## src/rtl/rcu_pkg.sv

```systemverilog
package rcu_pkg;

    typedef enum logic [3:0] {
        OP_NOP     = 4'd0,
        OP_START   = 4'd1,
        OP_STOP    = 4'd2,
        OP_STEP    = 4'd3,
        OP_RD_PC   = 4'd4,
        OP_WR_PC   = 4'd5,
        OP_REG_REQ = 4'd6,
        OP_REG_GET = 4'd7,
        OP_RD_MEM  = 4'd8,
        OP_RD_CYC  = 4'd9,
        OP_RD_INS  = 4'd10,
        OP_SET_BP  = 4'd11,
        OP_CLR_BP  = 4'd12
    } host_op_e;

    typedef enum logic [1:0] {
        HALT_RESET = 2'd0,
        HALT_STOP  = 2'd1,
        HALT_STEP  = 2'd2,
        HALT_BREAK = 2'd3
    } halt_cause_e;

endpackage

```

## src/rtl/rcu_run_ctrl.sv

```systemverilog
module rcu_run_ctrl
    import rcu_pkg::*;
#(
    parameter int XLEN = 32
) (
    input  logic            clk,
    input  logic            rst_n,
    input  logic            go_start,
    input  logic            go_stop,
    input  logic            go_step,
    input  logic [XLEN-1:0] step_cnt,
    input  logic            bp_set,
    input  logic            bp_clr,
    input  logic [XLEN-1:0] bp_val,
    input  logic [XLEN-1:0] core_pc,
    input  logic            core_retire,
    input  logic            con_full,
    output logic            core_en,
    output logic            bp_hit,
    output logic            running,
    output logic [1:0]      cause
);

    typedef struct packed {
        logic            run;
        logic            step_mode;
        logic [XLEN-1:0] step_left;
        halt_cause_e     cause;
        logic [XLEN-1:0] bp_pc;
        logic            bp_armed;
        logic            skip;
    } ctrl_t;

    localparam logic [XLEN-1:0] ONE = XLEN'(1);

    ctrl_t ctrl_d, ctrl_q;

    always_comb begin
        ctrl_d  = ctrl_q;
        bp_hit  = ctrl_q.run && ctrl_q.bp_armed && !ctrl_q.skip && (core_pc == ctrl_q.bp_pc);
        core_en = ctrl_q.run && !con_full && !bp_hit;

        if (bp_set) begin
            ctrl_d.bp_pc    = bp_val;
            ctrl_d.bp_armed = 1'b1;
        end
        if (bp_clr) begin
            ctrl_d.bp_armed = 1'b0;
        end

        if (ctrl_q.run) begin
            if (core_retire) begin
                ctrl_d.skip = 1'b0;
                if (ctrl_q.step_mode) begin
                    ctrl_d.step_left = ctrl_q.step_left - ONE;
                    if (ctrl_q.step_left == ONE) begin
                        ctrl_d.run   = 1'b0;
                        ctrl_d.cause = HALT_STEP;
                    end
                end
            end
            if (bp_hit) begin
                ctrl_d.run   = 1'b0;
                ctrl_d.cause = HALT_BREAK;
            end
            if (go_stop) begin
                ctrl_d.run   = 1'b0;
                ctrl_d.cause = HALT_STOP;
            end
        end else begin
            if (go_start) begin
                ctrl_d.run       = 1'b1;
                ctrl_d.step_mode = 1'b0;
                ctrl_d.skip      = 1'b1;
            end else if (go_step && (step_cnt != '0)) begin
                ctrl_d.run       = 1'b1;
                ctrl_d.step_mode = 1'b1;
                ctrl_d.step_left = step_cnt;
                ctrl_d.skip      = 1'b1;
            end
        end
    end

    always_ff @(posedge clk or negedge rst_n) begin
        if (!rst_n) begin
            ctrl_q <= '0;
        end else begin
            ctrl_q <= ctrl_d;
        end
    end

    assign running = ctrl_q.run;
    assign cause   = ctrl_q.cause;

endmodule

```

## src/rtl/rcu_prof_cnt.sv

```systemverilog
module rcu_prof_cnt #(
    parameter int CNT_W = 32
) (
    input  logic             clk,
    input  logic             rst_n,
    input  logic             running,
    input  logic             retire,
    output logic [CNT_W-1:0] cyc_cnt,
    output logic [CNT_W-1:0] ins_cnt
);

    typedef struct packed {
        logic [CNT_W-1:0] cyc;
        logic [CNT_W-1:0] ins;
    } cnt_t;

    localparam logic [CNT_W-1:0] INC = CNT_W'(1);

    cnt_t cnt_d, cnt_q;

    always_comb begin
        cnt_d = cnt_q;
        if (running) begin
            cnt_d.cyc = cnt_q.cyc + INC;
        end
        if (retire) begin
            cnt_d.ins = cnt_q.ins + INC;
        end
    end

    always_ff @(posedge clk or negedge rst_n) begin
        if (!rst_n) begin
            cnt_q <= '0;
        end else begin
            cnt_q <= cnt_d;
        end
    end

    assign cyc_cnt = cnt_q.cyc;
    assign ins_cnt = cnt_q.ins;

endmodule

```

## src/rtl/rcu_con_fifo.sv

```systemverilog
module rcu_con_fifo #(
    parameter int W     = 8,
    parameter int DEPTH = 4
) (
    input  logic         clk,
    input  logic         rst_n,
    input  logic         push,
    input  logic [W-1:0] push_data,
    input  logic         pop,
    output logic         out_valid,
    output logic [W-1:0] out_data,
    output logic         full
);

    localparam int AW = $clog2(DEPTH);

    typedef struct packed {
        logic [DEPTH-1:0][W-1:0] mem;
        logic [AW:0]             wr;
        logic [AW:0]             rd;
    } fifo_t;

    localparam logic [AW:0] STEP1 = (AW + 1)'(1);

    fifo_t fifo_d, fifo_q;
    logic  empty;

    always_comb begin
        fifo_d = fifo_q;
        empty  = (fifo_q.wr == fifo_q.rd);
        full   = (fifo_q.wr[AW] != fifo_q.rd[AW]) &&
                 (fifo_q.wr[AW-1:0] == fifo_q.rd[AW-1:0]);
        if (push && !full) begin
            fifo_d.mem[fifo_q.wr[AW-1:0]] = push_data;
            fifo_d.wr = fifo_q.wr + STEP1;
        end
        if (pop && !empty) begin
            fifo_d.rd = fifo_q.rd + STEP1;
        end
    end

    always_ff @(posedge clk or negedge rst_n) begin
        if (!rst_n) begin
            fifo_q <= '0;
        end else begin
            fifo_q <= fifo_d;
        end
    end

    assign out_valid = !empty;
    assign out_data  = fifo_q.mem[fifo_q.rd[AW-1:0]];

endmodule

```

## src/rtl/run_ctl_unit.sv

```systemverilog
module run_ctl_unit
    import rcu_pkg::*;
#(
    parameter int XLEN      = 32,
    parameter int RIDX_W    = 5,
    parameter int CNT_W     = 32,
    parameter int CON_W     = 8,
    parameter int CON_DEPTH = 4
) (
    input  logic              clk,
    input  logic              rst_n,
    input  logic              cmd_valid,
    input  logic [3:0]        cmd_op,
    input  logic [XLEN-1:0]   cmd_arg,
    output logic              rsp_valid,
    output logic [XLEN-1:0]   rsp_data,
    output logic              stat_running,
    output logic [1:0]        stat_cause,
    output logic              core_en,
    input  logic [XLEN-1:0]   core_pc,
    input  logic              core_retire,
    output logic              pc_wr_en,
    output logic [XLEN-1:0]   pc_wr_data,
    output logic              reg_rd_en,
    output logic [RIDX_W-1:0] reg_rd_idx,
    input  logic [XLEN-1:0]   reg_rd_data,
    output logic              mem_rd_en,
    output logic [XLEN-1:0]   mem_rd_addr,
    input  logic [XLEN-1:0]   mem_rd_data,
    input  logic              con_push,
    input  logic [CON_W-1:0]  con_data,
    output logic              out_valid,
    output logic [CON_W-1:0]  out_data,
    input  logic              out_pop
);

    typedef struct packed {
        logic            rsp_valid;
        logic [XLEN-1:0] rsp_data;
        logic [XLEN-1:0] reg_buf;
    } host_t;

    host_t      host_d, host_q;
    host_op_e   op;
    logic       running;
    logic [1:0] cause;
    logic       bp_hit;
    logic       con_full;
    logic       go_start, go_stop, go_step, bp_set, bp_clr;
    logic [CNT_W-1:0] cyc_cnt, ins_cnt;

    assign op = host_op_e'(cmd_op);

    always_comb begin
        go_start  = cmd_valid && (op == OP_START);
        go_stop   = cmd_valid && (op == OP_STOP);
        go_step   = cmd_valid && (op == OP_STEP);
        bp_set    = cmd_valid && (op == OP_SET_BP);
        bp_clr    = cmd_valid && (op == OP_CLR_BP);
        pc_wr_en  = cmd_valid && (op == OP_WR_PC)   && !running;
        reg_rd_en = cmd_valid && (op == OP_REG_REQ) && !running;
        mem_rd_en = cmd_valid && (op == OP_RD_MEM)  && !running;
    end

    assign pc_wr_data  = cmd_arg;
    assign reg_rd_idx  = cmd_arg[RIDX_W-1:0];
    assign mem_rd_addr = cmd_arg;

    always_comb begin
        host_d           = host_q;
        host_d.rsp_valid = 1'b0;
        if (reg_rd_en) begin
            host_d.reg_buf = reg_rd_data;
        end
        if (cmd_valid) begin
            unique case (op)
                OP_RD_PC: begin
                    host_d.rsp_valid = 1'b1;
                    host_d.rsp_data  = core_pc;
                end
                OP_REG_GET: begin
                    host_d.rsp_valid = 1'b1;
                    host_d.rsp_data  = host_q.reg_buf;
                end
                OP_RD_MEM: begin
                    if (!running) begin
                        host_d.rsp_valid = 1'b1;
                        host_d.rsp_data  = mem_rd_data;
                    end
                end
                OP_RD_CYC: begin
                    host_d.rsp_valid = 1'b1;
                    host_d.rsp_data  = XLEN'(cyc_cnt);
                end
                OP_RD_INS: begin
                    host_d.rsp_valid = 1'b1;
                    host_d.rsp_data  = XLEN'(ins_cnt);
                end
                default: ;
            endcase
        end
    end

    always_ff @(posedge clk or negedge rst_n) begin
        if (!rst_n) begin
            host_q <= '0;
        end else begin
            host_q <= host_d;
        end
    end

    assign rsp_valid    = host_q.rsp_valid;
    assign rsp_data     = host_q.rsp_data;
    assign stat_running = running;
    assign stat_cause   = cause;

    rcu_run_ctrl #(.XLEN(XLEN)) u_ctrl (
        .clk         (clk),
        .rst_n       (rst_n),
        .go_start    (go_start),
        .go_stop     (go_stop),
        .go_step     (go_step),
        .step_cnt    (cmd_arg),
        .bp_set      (bp_set),
        .bp_clr      (bp_clr),
        .bp_val      (cmd_arg),
        .core_pc     (core_pc),
        .core_retire (core_retire),
        .con_full    (con_full),
        .core_en     (core_en),
        .bp_hit      (bp_hit),
        .running     (running),
        .cause       (cause)
    );

    rcu_prof_cnt #(.CNT_W(CNT_W)) u_cnt (
        .clk     (clk),
        .rst_n   (rst_n),
        .running (running),
        .retire  (core_retire),
        .cyc_cnt (cyc_cnt),
        .ins_cnt (ins_cnt)
    );

    rcu_con_fifo #(.W(CON_W), .DEPTH(CON_DEPTH)) u_fifo (
        .clk       (clk),
        .rst_n     (rst_n),
        .push      (con_push),
        .push_data (con_data),
        .pop       (out_pop),
        .out_valid (out_valid),
        .out_data  (out_data),
        .full      (con_full)
    );

endmodule

```

## config.mk

```make
export PLATFORM = sky130hd
export DESIGN_NAME = run_ctl_unit
export DESIGN_NICKNAME = d
export VERILOG_FILES = /design/src/rtl/rcu_pkg.sv /design/src/rtl/rcu_run_ctrl.sv /design/src/rtl/rcu_prof_cnt.sv /design/src/rtl/rcu_con_fifo.sv /design/src/rtl/run_ctl_unit.sv
export SDC_FILE = /design/constraint.sdc
export NUM_CORES = 1
export LEC_CHECK = 0
export BUFFER_PORTS_ARGS = -buffer_cell sky130_fd_sc_hd__buf_2
export CORE_ASPECT_RATIO = 1.1
export CORE_MARGIN = 4
export CORE_UTILIZATION = 45
export CTS_BUF_LIST = sky130_fd_sc_hd__clkbuf_16
export CTS_CLUSTER_SIZE = 16
export DETAILED_ROUTE_END_ITERATION = 12
export PLACE_DENSITY = 0.69
export RECOVER_POWER = 25
export SYNTH_ARGS = -nofsm -noshare
export SYNTH_HDL_FRONTEND = slang
export SYNTH_SLANG_ARGS = --single-unit
```

## constraint.sdc

```tcl
create_clock -name clk -period 3.15 [get_ports clk]
set_clock_uncertainty 0.2 [all_clocks]
set_input_delay 0.315 -clock clk [delete_from_list [all_inputs] [get_ports clk]]
set_output_delay 0.315 -clock clk [all_outputs]
set_load 0.03 [all_outputs]
```

Word level (Yosys, flattened, before mapping)
Cells that the tools add are included.
W data, S select, Z words.
{ "word_totals": {"reg_bits": 237, "input_bits": 146, "out_inout_bits": 118, "elab_cells": 117} }
{ "classes": {"add_sub_neg": 5, "order_cmp": 3, "eq_ne": 21, "n_mux": 29, "bitwise_logic": 1, "reduce_logical": 40} }
{ "ops": {"columns": ["cell", "count"], "rows": [
  ["$pmux W33 S5", 1],
  ["$mux W34", 3],
  ["$mux W33", 2],
  ["$add A32 B1 Y32 const B", 2],
  ["$mux W32", 2],
  ["$bwmux W32", 1],
  ["$eq A32 B1 Y1 const B", 1],
  ["$eq A32 B32 Y1", 1],
  ["$reduce_bool A32 Y1", 1],
  ["$sub A32 B1 Y32 const B", 1],
  ["$logic_and A1 B1 Y1", 21],
  ["$eq A4 B4 Y1 const B", 5],
  ["$bmux W8 S2", 1],
  ["$demux W8 S2", 1],
  ["$eq A4 B3 Y1 const B", 4],
  ["$mux W8", 2],
  ["$mux W1", 12],
  ["$reduce_bool A3 Y1", 4],
  ["$eq A4 B2 Y1 const B", 2],
  ["$mux W2", 4],
  ["$reduce_and A4 Y1", 2],
  ["$add A3 B1 Y3 const B", 2],
  ["$lt A2 B3 Y1 const B", 2],
  ["$ne A2 B2 Y1 const B", 3],
  ["other kinds (12)", 19]
]} }

Longest topological paths before layout
Gate-level depths: netlist of the first run.
{ "depth": {"ltp_word": 7, "mapped_depth": 8, "mapped_depth_nobuf": 7} }

Cells and area by module
From an unflattened synthesis of the first run, not the netlist that was laid out.
{ "hier_totals": {"hier_cells": 1224, "hier_area_um2": 13624.3} }
{ "modules_own_cells": {"columns": ["module", "instances", "cells_each", "area_per_inst_um2", "seq_area_each_um2"], "rows": [
  ["run_ctl_unit", 1, 461, 4759.6, 1626.6],
  ["rcu_run_ctrl", 1, 392, 4031.4, 1751.7],
  ["rcu_prof_cnt", 1, 253, 2955.3, 1601.5],
  ["rcu_con_fifo", 1, 118, 1878.1, 950.9]
]} }

Least setup slack after synthesis of the first run
Ideal clock, no wire load.
{ "synth_timing": {"kind": "flip-flop to flip-flop", "startpoint": "register u_ctrl.ctrl_q[56] in the netlist's numbering", "endpoint": "register u_ctrl.ctrl_q[67] in the netlist's numbering", "setup_ns": 0.141, "arrival_ns": 2.194, "required_ns": 2.809, "path_slack_ns": 0.615, "stages_incl_launch_ff": 8, "n_path_buf": 2, "period_less_slack_ns": 2.535, "cell_sequence": "dfrtp_1 -> or4_1 -> buf_2 -> or4_4 -> buf_6 -> nor4_2 -> mux2i_1 -> o221ai_1"} }
{ "synth_between": {"elab_chain_cells": 4} }
{ "synth_lines": {"columns": ["element", "line", "rtl"], "rows": [
  ["from (decl)", "rcu_run_ctrl.sv:36", "ctrl_t ctrl_d, ctrl_q;"],
  ["from (signal assigned)", "rcu_run_ctrl.sv:88", "ctrl_q <= ctrl_d;"],
  ["$sub A32 B1 Y32", "rcu_run_ctrl.sv:55", "ctrl_d.step_left = ctrl_q.step_left - ONE;"],
  ["$mux W34", "rcu_run_ctrl.sv:54", "if (ctrl_q.step_mode) begin"],
  ["$mux W34", "rcu_run_ctrl.sv:52", "if (core_retire) begin"],
  ["$mux W32", "rcu_run_ctrl.sv:51", "if (ctrl_q.run) begin"]
]} }
No other way between the ends. The select of a mux whose other input is x is not followed.
A chain may end at the register's enable or synchronous reset.

Worst setup path after layout of the first run
{ "layout_timing": {"startpoint": "input port cmd_op[3]", "endpoint": "output port reg_rd_en"} }
{ "layout_between": {"elab_chain_cells": 3} }
{ "layout_lines": {"columns": ["element", "line", "rtl"], "rows": [
  ["from (decl)", "run_ctl_unit.sv:13", "input logic [3:0] cmd_op,"],
  ["$eq A4 B3 Y1", "run_ctl_unit.sv:61", "reg_rd_en = cmd_valid && (op == OP_REG_REQ) && !running;"],
  ["$logic_and A1 B1 Y1 (2 in series)", "run_ctl_unit.sv:61", null],
  ["to (decl)", "run_ctl_unit.sv:24", "output logic reg_rd_en,"]
]} }
No other way between the ends.

==> impl_metrics.toml, run 1 <==
[run_status]
status = "finished with violations"
failed_checks = "max-capacitance violations, max-slew violations"

[yosys]
synth_largest_type_area_fraction = 0.4699
synth.avg_cell_area_um2 = 10.86
syn-cell-area_mm2 = 0.01262
synth-edff-count = 0
yosysWarnings = 0
synth_top_area_cell = "sky130_fd_sc_hd__dfrtp_1"
synthArstFlopShare = 1.000
ys_ff_latch = 237
post_synth_fa_ha_maj_area_fraction = 0.008921
post_synth_and_or_nand_nor_area_fraction = 0.1444
dominant_cells_by_area_after_synthesis = "sky130_fd_sc_hd__dfrtp_1 47%, sky130_fd_sc_hd__mux2_2 8.0%, sky130_fd_sc_hd__buf_4 6.1%"
synth_compound_gate_area_share = 0.08456
yosysUniqueCellTypes = 67
yosys-mux-area-fraction = 0.1392
most_used_flip_flop_cell_after_synthesis = "sky130_fd_sc_hd__dfrtp_1"
synth_fp_nets = 1317
largest_family_of_logic_cells_by_synthesized_area = "simple AND/OR/NAND/NOR gates"
ys_seq_area_frac = 0.4699
yosys.area_share.xor_xnor = 0.07078
post_synthesis_cell_count = 1162

[power_and_ir_drop]
pwr_cell_area_mw_per_mm2 = 672.2
peakVddDrop_mv = 0.3942
leakage_nw = 7.165
total_power_mw = 10.52

[placed_design]
final_estimated_routing_congestion_in_global_placement = 0.8927
place.detailed.hpwl_um = 26560
post_detailed_placement_cell_area_mm2 = 0.01372
numPlacedInstances = 1663
io_buffer_count = 263

[cells_and_area]
flow.area_growth_from_synthesis_pct = 24.01
design_area_mm2 = 0.01565
post_layout_nonfiller_instances = 1822
ff_latch_area_mm2 = 0.005931
finish.net_count = 1592
multi_input_gate_area_mm2 = 0.005673
share_of_cells_above_drive_strength_1 = 0.3008
n_fill_cell = 2359

[sta]
hold_slack_ns = 0.02125
rsz0062_at_grt = "false"
final.min_clock_period_ns = 2.953
finalSetupViolations = 0
worstMarginPinSlew_ns = 2.288
fin_crit_sh = 0.9376
hold_viol_final = 0
max_freq_ghz = 0.3386
worst_slew_margin_rel = -0.5255
tns_ns = 0
slew_violations = 84

[grt]
grt_max_degree = 87
track_usage = 0.2342
grt_pass1_wl_um = 57900
antenna_found_initial = 4
gr-total-overflow = 0
first_global_vias = 10495

[drt]
num_vias = 10209
remaining_drc_errors = 0
drtAntennaViolNets = 0
initialDrtViolationCount = 598
drt_pre_antenna_iters = 5
drt-vias-per-instance = 5.603
drt_wl_total_um = 36970
wl_per_cell_um = 20.29

[critical_path]
timing.critical_path.arrival_ns = 2.44
worstSetupPathType = "in2out"
crit_path_end_kind = "primary output"
req_time_crit_path_ns = 2.63
critical_path_peak_fanout = 19
cp-start-kind = "primary input"

[clock_tree]
htree_levels = 1
cts_max_path_buffers = 3
numCtsBuffers = 26
cts.clk_slew.worst_paths_ns = 0.06
worst_skew_pair.late_latency_ns = 0.53
clock_tree_from_tritoncts = "yes"
cts_root_buffer = "sky130_fd_sc_hd__clkbuf_16"
cts_setup_buffers = 0
cts.sinks = 237

[run]
max_capacitance_violation_count = 1

[floorplan]
die_ar_mm2 = 0.03080
num_rows = 64
die_width_um = 167.7
floorplan.core_area_mm2 = 0.02771
die_h_um = 183.7
floorplan.initialDensity = 0.4556
ios = 264

[hold_path]
hold_path.class = "in2reg"
[placed cells by master, fill, tap and decap left out, types with 8 or more instances in the layout]
master | synthesis | layout
sky130_fd_sc_hd__a21oi_1 | 10 | 10
sky130_fd_sc_hd__a221o_1 | 9 | 9
sky130_fd_sc_hd__a22oi_1 | 64 | 64
sky130_fd_sc_hd__and3_1 | 15 | 15
sky130_fd_sc_hd__and4_1 | 13 | 13
sky130_fd_sc_hd__buf_2 | 2 | 257
sky130_fd_sc_hd__buf_4 | 103 | 26
sky130_fd_sc_hd__clkbuf_16 | 0 | 27
sky130_fd_sc_hd__dfrtp_1 | 237 | 237
sky130_fd_sc_hd__dlygate4sd3_1 | 0 | 109
sky130_fd_sc_hd__ha_1 | 9 | 9
sky130_fd_sc_hd__inv_1 | 16 | 19
sky130_fd_sc_hd__mux2_1 | 42 | 42
sky130_fd_sc_hd__mux2_2 | 90 | 90
sky130_fd_sc_hd__mux2i_1 | 9 | 9
sky130_fd_sc_hd__mux4_2 | 8 | 8
sky130_fd_sc_hd__nand2_1 | 96 | 96
sky130_fd_sc_hd__nand3_1 | 75 | 75
sky130_fd_sc_hd__nand4_1 | 35 | 35
sky130_fd_sc_hd__nor2_1 | 39 | 36
sky130_fd_sc_hd__nor3_1 | 20 | 19
sky130_fd_sc_hd__nor4_1 | 20 | 19
sky130_fd_sc_hd__o21ai_0 | 14 | 14
sky130_fd_sc_hd__xnor2_1 | 88 | 88
sky130_fd_sc_hd__xor2_1 | 14 | 14
[cells by family after synthesis]
logic type,count (synthesis)
adders and majority gates,9
AOI/OAI and AO/OA,143
xor gates and xnor gates,102
and+or+nand+nor,351
muxes,149
DFF,237
buffers and inverters,171
[worst max-delay path: stages]
cell and delay (ns):
sky130_fd_sc_hd__dlygate4sd3_1 0.56, sky130_fd_sc_hd__buf_2 0.16, sky130_fd_sc_hd__nand2b_1 0.25, sky130_fd_sc_hd__or3_2 0.79, sky130_fd_sc_hd__inv_1 0.14, sky130_fd_sc_hd__buf_2 0.20
[per-stage QoR]
| step | worst slack, ns | util |
|---|---|---|
| after CTS | 0.09523 | 0.5652 |
| after detailed placement | 0.5309 | 0.4951 |
| after global placement | 0.5640 | 0.4951 |
| final | 0.1966 | 0.5649 |
| after global routing | 0.07471 | 0.5649 |
| after floorplan | 0.6152 | - |
[metal layers]
metal / vias up / track usage / part of all wire
met5: - / 0 / 0.00032
met4: 2 / 0.09188 / 0.041
met3: 82 / 0.03957 / 0.065
met2: 371 / 0.3990 / 0.49
met1: 5078 / 0.3000 / 0.41
li1: 4676 / - / -
[what timing repair did]
| item | CTS | global route |
|---|---|---|
| hold endpoints to repair | 242 | 0 |
| gates resized for setup | 0 | 1 |
| hold buffers | 109 | 0 |
| endpoints found under the setup margin | 0 | 1 |
[cells in the mapped netlist, types with 5 or more instances]
cell type / number
sky130_fd_sc_hd__buf_4: 103
sky130_fd_sc_hd__xor2_1: 14
sky130_fd_sc_hd__dfrtp_1: 237
sky130_fd_sc_hd__and3_1: 15
sky130_fd_sc_hd__o21ai_0: 14
sky130_fd_sc_hd__mux2_1: 42
sky130_fd_sc_hd__a31oi_1: 5
sky130_fd_sc_hd__ha_1: 9
sky130_fd_sc_hd__nor3_1: 20
sky130_fd_sc_hd__or3_1: 8
sky130_fd_sc_hd__and4_1: 13
sky130_fd_sc_hd__mux4_2: 8
sky130_fd_sc_hd__clkbuf_1: 48
sky130_fd_sc_hd__a21oi_1: 10
sky130_fd_sc_hd__mux2i_1: 9
sky130_fd_sc_hd__inv_1: 16
sky130_fd_sc_hd__nand4_1: 35
sky130_fd_sc_hd__xnor2_1: 88
sky130_fd_sc_hd__nor4_1: 20
sky130_fd_sc_hd__nand3_1: 75
sky130_fd_sc_hd__and2_1: 5
sky130_fd_sc_hd__a22oi_1: 64
sky130_fd_sc_hd__nand2_1: 96
sky130_fd_sc_hd__o211ai_1: 5
sky130_fd_sc_hd__mux2_2: 90
sky130_fd_sc_hd__nor2_1: 39
sky130_fd_sc_hd__a221o_1: 9
[where the power goes]
part           internal (mW)  switching [mW]  leakage [nW]
Sequential              3.80           0.677          2.99
Clock                   1.80            1.23         0.430
Combinational           1.43            1.59          3.74
Total                   7.02            3.50          7.16
[state kept, by name (all words and copies together) (netlist names)]
name            flops
u_fifo.fifo_q      38
u_cnt.ins_cnt      32
u_ctrl.running      1
u_cnt.cyc_cnt      32
rsp_valid           1
u_ctrl.cause        2
host_q             32
u_ctrl.ctrl_q      67
rsp_data           32
[area by class of cell]
| type | count | share of cell area |
|---|---|---|
| tap | 363 | 0.02902 |
| antenna | 3 | 0.0004796 |
| inverter | 16 | 0.003837 |
| clock inverter | 20 | 0.01119 |
| multi-input combinational | 754 | 0.3624 |
| sequential | 237 | 0.3789 |
| clock buffer | 27 | 0.04317 |
| timing repair buffer | 402 | 0.1710 |
[final timing paths]
kind | depth (start not counted) | end | slack [ns] | from
worst max-delay path | 6 | reg_rd_en | 0.20 | cmd_op[3]
worst min-delay path | 2 | u_ctrl.ctrl_q[30] | 0.02 | cmd_arg[28]
worst max register to register | 5 | u_ctrl.ctrl_q[67] | 0.52 | u_ctrl.ctrl_q[56]
worst min register to register | 1 | u_cnt.cyc_cnt[31] | 0.28 | u_cnt.cyc_cnt[31]
max in group asynchronous | 2 | host_q[27] | 0.57 | rst_n
min in group asynchronous | 2 | u_ctrl.ctrl_q[38] | 0.80 | rst_n
Note: power is estimated with default switching activity, not from simulation.
==> run 2: changes to the inputs <==
- CORE_ASPECT_RATIO: 1.1 -> not set
- CTS_CLUSTER_SIZE: 16 -> not set
==> run 2 against run 1 <==
Effect of this change: the run still ends with max-capacitance violations, max-slew violations left; largest power group unchanged; worst hold slack improved by 0.0025 ns; routed wire length up 1.2%; total power shrank 1.8%; count of clock-buffer cells in the layout is the same; critical endpoint is now core_en; global-route usage is 0.61 points higher; combinational power is essentially flat; critical path depth is the same.
==> impl_metrics.toml, run 2 (synthesized netlist as in run 1, its figures left out) <==
[hold_path]
worst_hold_startpoint = "core_pc[29]"
hold_path.class = "in2reg"
hold-path-cell-count = 4

[drt]
wl_per_cell_um = 20.43
remaining_drc_errors = 0
drtAntennaViolNets = 0
drt_wl_total_um = 37440
drt_pre_antenna_iters = 5
num_vias = 10328
initialDrtViolationCount = 1009
drt-vias-per-instance = 5.638

[sta]
worstMarginPinSlew_ns = 1.682
slew_violations = 62
tns_ns = 0
final.min_clock_period_ns = 2.957
worst_slew_margin_rel = -0.1213
fin_crit_sh = 0.9386
hold_slack_ns = 0.02376
rsz0062_at_grt = "false"
max_freq_ghz = 0.3382
finalSetupViolations = 0
hold_viol_final = 0

[clock_tree]
cts_max_path_buffers = 3
clock_tree_from_tritoncts = "yes"
ctsHoldBuffers = 109
cts.clk_slew.worst_paths_ns = 0.06
numCtsBuffers = 27
worst_skew_pair.late_latency_ns = 0.52
cts.sinks = 237
cts_root_buffer = "sky130_fd_sc_hd__clkbuf_16"
htree_levels = 1
cts_setup_buffers = 0
post_cts.resized_instances = 0

[critical_path]
crit_path_end_kind = "primary output"
cp-start-kind = "flip-flop"
req_time_crit_path_ns = 2.63
worst_setup_path_startpoint = "u_ctrl.ctrl_q[7]"
critical_path_peak_fanout = 3
timing.critical_path.arrival_ns = 2.44
regToRegSetupSlack_ns = 0.51
timing.reg2reg.worst_path_depth = 5
reg2reg_start = "u_ctrl.ctrl_q[54]"
worstSetupPathType = "reg2out"

[run]
max_capacitance_violation_count = 1

[cells_and_area]
regMostFlops = "u_ctrl.ctrl_q"
share_of_cells_above_drive_strength_1 = 0.2959
layout_commonest_cell = "sky130_fd_sc_hd__buf_2"
flow.area_growth_from_synthesis_pct = 23.37
finish.net_count = 1590
largest_registers = "u_ctrl.ctrl_q: 67 flops, u_fifo.fifo_q: 38 flops"
n_fill_cell = 2325
layout_common_cells = "261 x sky130_fd_sc_hd__buf_2, 237 x sky130_fd_sc_hd__dfrtp_1, 109 x sky130_fd_sc_hd__dlygate4sd3_1, 96 x sky130_fd_sc_hd__nand2_1, 90 x sky130_fd_sc_hd__mux2_2"
number_of_flip_flops_under_the_largest_register_name = 67

[grt]
gr-total-overflow = 0
antenna_found_initial = 2
track_usage = 0.2403
grt_max_degree = 73
grt_pass1_wl_um = 58990
first_global_vias = 10338

[placed_design]
io_buffer_count = 263
final_estimated_routing_congestion_in_global_placement = 0.9122
place.detailed.hpwl_um = 26480

[floorplan]
die_ar_mm2 = 0.03079
num_rows = 61
floorplan.core_area_mm2 = 0.02771
die_width_um = 175.5
ios = 264
die_h_um = 175.5
floorplan.initialDensity = 0.4556

[power_and_ir_drop]
pwr_cell_area_mw_per_mm2 = 663.4
peakVddDrop_mv = 0.3606
leakage_nw = 7.124

[run_status]
status = "finished with violations"
failed_checks = "max-capacitance violations, max-slew violations"
[run 2: cell count changes in the layout (fill, tap and decap cells not counted), moves of 3 or more]
| cell | change |
|---|---|
| sky130_fd_sc_hd__clkbuf_1 | -3 |
| sky130_fd_sc_hd__buf_2 | +4 |
| sky130_fd_sc_hd__clkinv_1 | +5 |
| sky130_fd_sc_hd__clkinv_2 | -6 |
[run 2: cell type report]
class | instances | area [um2] | share of cell area
antenna | 1 | 2.502 | 0.0001607
clock buffer | 27 | 675.6 | 0.04339
clock inverter | 20 | 118.9 | 0.007633
inverter | 16 | 60.06 | 0.003857
multi-input combinational | 754 | 5682 | 0.3649
sequential | 237 | 5931 | 0.3808
tap | 378 | 473.0 | 0.03037
timing repair buffer | 399 | 2630 | 0.1689
[run 2: metal layers]
metal | track usage | vias to the layer above | routed length, um
met2 | 0.3980 | 458 | 17930
met3 | 0.03681 | 80 | 2671
li1 | - | 4697 | -
met1 | 0.3285 | 5091 | 15600
met4 | 0.07505 | 2 | 1212
met5 | 0 | - | 13
[run 2: path summary, 6_finish.rpt]
path | endpoint
min in group asynchronous | rsp_data[2]
worst max-delay path | core_en
worst min register to register | rsp_data[22]
worst min-delay path | rsp_data[29]
max in group asynchronous | u_fifo.fifo_q[0]
worst max register to register | u_ctrl.ctrl_q[67]
[run 2: stage by stage]
| step | power [mW] | std cells | area, um2 | worst slack [ns] | utilization |
|---|---|---|---|---|---|
| 3_5_place_dp | 7.414 | 1675 | 13700 | 0.5335 | 0.4945 |
| 3_3_place_gp | 7.289 | 1675 | 13700 | 0.5431 | 0.4945 |
| 5_1_grt | 10.87 | 1832 | 15570 | 0.05798 | 0.5621 |
| 4_1_cts | 10.39 | 1831 | 15580 | 0.2070 | 0.5625 |
| 6_report | 10.33 | 1832 | 15570 | 0.1934 | 0.5621 |
| 2_1_floorplan | 6.543 | 1162 | 12620 | 0.6152 | - |
[run 2: power breakdown]
part           switching (mW)  internal [mW]  leakage, nW
clock network            1.22           1.62        0.396
logic                    1.60           1.43         3.73
registers               0.667           3.80         2.99
[run 2: critical path: stages (launching register included)]
cell and delay [ns]:
sky130_fd_sc_hd__dfrtp_1 0.40, sky130_fd_sc_hd__xnor2_1 0.35, sky130_fd_sc_hd__nand4_1 0.16, sky130_fd_sc_hd__nor4_1 0.33
sky130_fd_sc_hd__nand3_1 0.22, sky130_fd_sc_hd__and3_1 0.27, sky130_fd_sc_hd__buf_2 0.19
